**config.mk**
```make
export PLATFORM = sky130hd
export DESIGN_NAME = alu8_flags
export DESIGN_NICKNAME = d
export VERILOG_FILES = /design/src/rtl/alu8_flags.sv
export SDC_FILE = /design/constraint.sdc
export NUM_CORES = 1
export LEC_CHECK = 0
export CAP_MARGIN = 20
export CORE_MARGIN = 1.5
export CORE_UTILIZATION = 40
export CTS_BUF_LIST = sky130_fd_sc_hd__clkbuf_4 sky130_fd_sc_hd__clkbuf_8
export CTS_CLUSTER_DIAMETER = 120
export DETAILED_ROUTE_END_ITERATION = 16
export PLACE_DENSITY = 0.66
export SYNTH_ARGS = -nofsm -noshare
export SYNTH_HDL_FRONTEND = slang
export SYNTH_SLANG_ARGS = --single-unit
```
**constraint.sdc**
```tcl
create_clock -name clk -period 1.6 [get_ports clk]
set_input_delay 0.24 -clock clk [delete_from_list [all_inputs] [get_ports clk]]
set_output_delay 0.24 -clock clk [all_outputs]
set_load 0.005 [all_outputs]
```
**src/rtl/alu8_flags.sv**
```systemverilog
module alu8_flags (
  input  logic       clk,
  input  logic       rst_n,
  input  logic       in_valid,
  input  logic [3:0] op,
  input  logic [7:0] a,
  input  logic [7:0] b,
  input  logic [4:0] flags_in,
  output logic       out_valid,
  output logic [7:0] result,
  output logic [4:0] flags_out,
  output logic [4:0] flags_wr,
  output logic       res_we
);
  localparam logic [3:0] OP_ADD = 4'd0,  OP_SUB = 4'd1,  OP_CMP = 4'd2,  OP_AND = 4'd3;
  localparam logic [3:0] OP_OR  = 4'd4,  OP_XOR = 4'd5,  OP_INC = 4'd6,  OP_DEC = 4'd7;
  localparam logic [3:0] OP_SHL = 4'd8,  OP_SHR = 4'd9,  OP_ROL = 4'd10, OP_ROR = 4'd11;
  localparam logic [3:0] OP_SWP = 4'd12, OP_DAA = 4'd13, OP_DAS = 4'd14, OP_CLV = 4'd15;
  localparam logic [4:0] M_ALL = 5'b11111, M_NZC = 5'b10011, M_NZ = 5'b10010, M_VH = 5'b01100;

  logic       fc, fh;
  logic [7:0] bx;
  logic       cin;
  logic [8:0] sum;
  logic [4:0] lsum;
  logic       hi_a, lo_a, hi_s, lo_s, big;
  logic [7:0] r;
  logic       c_n, v_n, h_n, we_n;
  logic [4:0] m;
  logic [4:0] f_n;

  assign fc   = flags_in[0];
  assign fh   = flags_in[2];
  assign bx   = (op == OP_SUB || op == OP_CMP) ? ~b : b;
  assign cin  = (op == OP_CMP) ? 1'b1 : fc;
  assign sum  = {1'b0, a} + {1'b0, bx} + {8'd0, cin};
  assign lsum = {1'b0, a[3:0]} + {1'b0, bx[3:0]} + {4'd0, cin};
  assign big  = a > 8'h99;
  assign hi_a = fc | big;
  assign lo_a = fh | (a[3:0] > 4'd9);
  assign hi_s = ~fc | big;
  assign lo_s = ~fh | (a[3:0] > 4'd9);

  always_comb begin
    r    = a;
    c_n  = fc;
    v_n  = flags_in[3];
    h_n  = fh;
    m    = M_NZ;
    we_n = 1'b1;
    unique case (op)
      OP_ADD, OP_SUB: begin
        r   = sum[7:0];
        c_n = sum[8];
        h_n = lsum[4];
        v_n = (a[7] == bx[7]) && (sum[7] != a[7]);
        m   = M_ALL;
      end
      OP_CMP: begin
        r    = sum[7:0];
        c_n  = sum[8];
        m    = M_NZC;
        we_n = 1'b0;
      end
      OP_AND: r = a & b;
      OP_OR:  r = a | b;
      OP_XOR: r = a ^ b;
      OP_INC: r = a + 8'd1;
      OP_DEC: r = a - 8'd1;
      OP_SHL: begin r = {a[6:0], 1'b0}; c_n = a[7]; m = M_NZC; end
      OP_SHR: begin r = {1'b0, a[7:1]}; c_n = a[0]; m = M_NZC; end
      OP_ROL: begin r = {a[6:0], fc};   c_n = a[7]; m = M_NZC; end
      OP_ROR: begin r = {fc, a[7:1]};   c_n = a[0]; m = M_NZC; end
      OP_SWP: r = {a[3:0], a[7:4]};
      OP_DAA: begin
        r   = a + (hi_a ? 8'h60 : 8'h00) + (lo_a ? 8'h06 : 8'h00);
        c_n = hi_a;
        m   = M_NZC;
      end
      OP_DAS: begin
        r   = a - (hi_s ? 8'h60 : 8'h00) - (lo_s ? 8'h06 : 8'h00);
        c_n = ~hi_s;
        m   = M_NZC;
      end
      OP_CLV: begin
        v_n  = 1'b0;
        h_n  = 1'b0;
        m    = M_VH;
        we_n = 1'b0;
      end
      default: ;
    endcase
  end

  assign f_n = {m[4] ? r[7] : flags_in[4],
                m[3] ? v_n  : flags_in[3],
                m[2] ? h_n  : flags_in[2],
                m[1] ? (r == 8'd0) : flags_in[1],
                m[0] ? c_n  : flags_in[0]};

  always_ff @(posedge clk or negedge rst_n) begin
    if (!rst_n) begin
      out_valid <= 1'b0;
      result    <= '0;
      flags_out <= '0;
      flags_wr  <= '0;
      res_we    <= 1'b0;
    end else begin
      out_valid <= in_valid;
      if (in_valid) begin
        result    <= r;
        flags_out <= f_n;
        flags_wr  <= m;
        res_we    <= we_n;
      end
    end
  end
endmodule


```
==> summary.md <==
| Metric | Value |
|---|---|
| Outcome | finished, violations left |
| Failing checks | setup timing |
| Number of distinct library cells after synthesis | 68 |
| CTS tree | done |
| Initial antenna violation count | 0 |
| H-tree depth reported by CTS | 1 |
| Total Routing Usage GR | 0.292 |
| Setup ws final | -1.47 ns |
| Layout cells sized above 1 | 0.440 |
| Static leakage | 2.42 nW |
| # rows | 32 |
| GRT Residual Overflow | 0 |
| Crit-path max cell delay | 0.48 ns |
| Largest net degree at the start of global routing | 36 |
| Post-Synthesis Cells | 390 |
| I/O Buffers | 47 |
| Final WL | 13200 um |
| Clk_lat worst skew | 0.25 ns |
| Most frequent CP cell | fa_2 |
| Total CTS buffers | 3 |
| Final Net Count | 639 |
| IO Pins | 48 |
| RSZ-0062 raised after global routing | yes |
| CP endpoint kind | flip-flop |
| CP Data Required Time | 1.77 ns |
| Syn_nets | 466 |
| Die W | 91.6 um |
| Clk slew on worst S/H paths | 0.07 ns |
| Final setup viols | 13 |
| Post-synth EDFFs | 0 |
| Synth area leader | ha_1 |
| Most common cell in the netlist | ha_1 |
| Post-route cell area | 5390 um2 |
| Min Tclk post-route | 3.07 ns |
| Synth Area per Inst | 8.04 um2 |
| Arrival time at the worst endpoint | 3.24 ns |
| CTS Hold Bufs | 0 |
| Starting density of the core | 0.410 |
| Dominant synthesized flop cell | dfrtp_1 |
| Routed Antenna Nets | 0 |
| Crit path cell chain | buf_8 -> a211o_4 -> nor2_4 -> xnor2_2 -> fa_2 -> fa_2 -> xor2_2 -> and2_1 -> mux4_2 -> a2bb2oi_4 -> a2111oi_4 -> o211ai_1 -> o31ai_2 |
| FF+latch count, synth | 18 |
| Root Buffer | clkbuf_8 |
| Die area | 8380 um2 |
| Worst slew margin | 0.701 |
| First-pass GRT wire length | 19300 um |
| Bufs on Longest Clock Path | 2 |
| Die Ht | 91.6 um |
| Critical Path Slowest Stage Cell | mux4_2 |
| Final Max Slew Viols | 0 |
| Drt pass-1 iters | 5 |
| Clock skew | 0 ns |
| Drt drc | 0 |
| Ys async rst share | 1.00 |
| Area grow syn2layout | 71.8% |
| Power Dens Cells | 528 nW/um2 |
| CP Launch Type | input port |
| Max frequency | 326 MHz |
| Hold Fails Final Rpt | 0 |
| Worst-Margin Slew | 0.443 ns |
| Share of the synthesized area in the top cell type | 0.176 |
| Final period util | 1.92 |
| CP Class | input port to flip-flop |
| Total negative slack | -14.76 ns |
| Hold crit path type | input port to async pin |
| Drt via density | 5.94 |
| 1st-iter DRT viols | 316 |
| VDD IR max | 0.000450 V |
| Via count | 3936 |
| Ant. Diodes | 0 |
| CP max FO | 4 |
| Placer Congestion | 0.945 |
| DP HPWL | 8730 um |
| Drt wl/cell | 19.9 um |
| Hold Slack | 0.310 ns |
| YS warnings | 0 |
| Core box area | 7650 um2 |
| Seq/Total Area, Yosys | 0.144 |
| DP Area | 4500 um2 |
| Top post-synthesis cells by area | ha_1 (18%), dfrtp_1 (14%), xnor2_1 (5.6%) |
| Commonest cells post-synth | ha_1 (44), nor2_1 (31), nand2_1 (28) |
| Vias in the first global route | 3851 |
| Max cap viols | 0 |
| Synthesized area | 3140 um2 |
| CTS sink cnt | 18 |
[metal layers]
metal	global-route usage	routed length, um
met1	0.373	5070
met2	0.478	6300
met3	0.0503	1220
met4	0.129	587
met5	0	0
[flip-flops by register name, indices dropped and copies added (netlist names)]
signal and count:
flags_wr 3, out_valid 1, res_we 1, result 8, flags_out 5
[layout make-up]
type | count | area (um2)
repair buffers | 191 | 1650
clock buffers | 3 | 41.3
inverters | 29 | 129
multi-input cells | 320 | 3000
flip-flops and latches | 18 | 450
well taps | 102 | 128
fillers | 545 | 2260
[worst paths after layout]
path                       slack, ns         start  cells after the start           end
hold / removal                  0.31         rst_n                      2  flags_out[0]
setup reg to reg                0.63  flags_out[1]                      3  flags_out[1]
hold reg to reg                 0.49     result[0]                      1     result[0]
max in group asynchronous       1.09         rst_n                      2   flags_wr[3]
min in group clk                0.47         op[1]                      3        res_we
setup / recovery               -1.47         op[1]                     13  flags_out[1]
[through the flow]
stage	setup slack, ns	util	instances	power [mW]
2_1_floorplan	-1.85	-	390	1.34
3_3_place_gp	-2.20	0.588	626	2.02
3_5_place_dp	-2.29	0.588	626	2.04
4_1_cts	-1.45	0.663	655	2.61
5_1_grt	-1.56	0.705	663	2.99
6_report	-1.47	0.705	663	2.85
[logic make-up (layout without fill, tap and decap cells)]
group                    after synthesis  count (layout)  share of synthesized area
flip-flops                            18              18                      0.144
AO/OA/AOI/OAI                        120             120                      0.275
XOR/XNOR                              26              26                     0.0726
AND/OR/NAND/NOR                      112             112                      0.185
adder cells (fa/ha/maj)               48              48                      0.201
buffers and inverters                 52             223                     0.0714
multiplexers                          14              14                     0.0519
[placed cells by master (no fill, tap or decap), types with 5 or more instances in the layout]
cell / synthesis / layout
a21oi_1: 24 / 19
a31oi_1: 5 / 5
buf_4: 3 / 128
buf_6: 1 / 15
clkdlybuf4s50_1: 0 / 35
dfrtp_1: 18 / 18
dlygate4sd2_1: 0 / 5
ha_1: 44 / 32
ha_4: 0 / 10
inv_1: 27 / 22
inv_2: 2 / 5
mux2_2: 8 / 5
mux2i_1: 5 / 5
nand2_1: 28 / 26
nand2b_1: 6 / 5
nor2_1: 31 / 26
nor2b_1: 9 / 7
nor3_1: 9 / 8
o211ai_1: 5 / 5
o21ai_0: 21 / 13
o21ai_2: 0 / 7
xnor2_1: 20 / 9
xnor2_2: 0 / 10
[where the power goes]
part	leakage, nW	internal (mW)	switching, mW
sequential	0.208	0.523	0.0408
combinational	2.19	1.05	0.918
clock	0.0216	0.167	0.146
total	2.42	1.74	1.10
[worst max-delay path, delay by kind of cell]
| family | cells | cell delay (ns) |
|---|---|---|
| AND/OR/NAND/NOR | 2 | 0.29 |
| AO/OA/AOI/OAI | 5 | 1.09 |
| buffers and inverters | 1 | 0.10 |
| XOR/XNOR | 2 | 0.25 |
| adder cells (fa/ha/maj) | 2 | 0.78 |
| multiplexers | 1 | 0.48 |
[what timing repair did]
item	CTS	global route
buffers inserted	28	10
gates resized for setup	108	52
endpoints found under the hold margin	0	0
setup endpoints to repair	16	15
pin swaps	48	39
(Power assumes the default switching activity.)
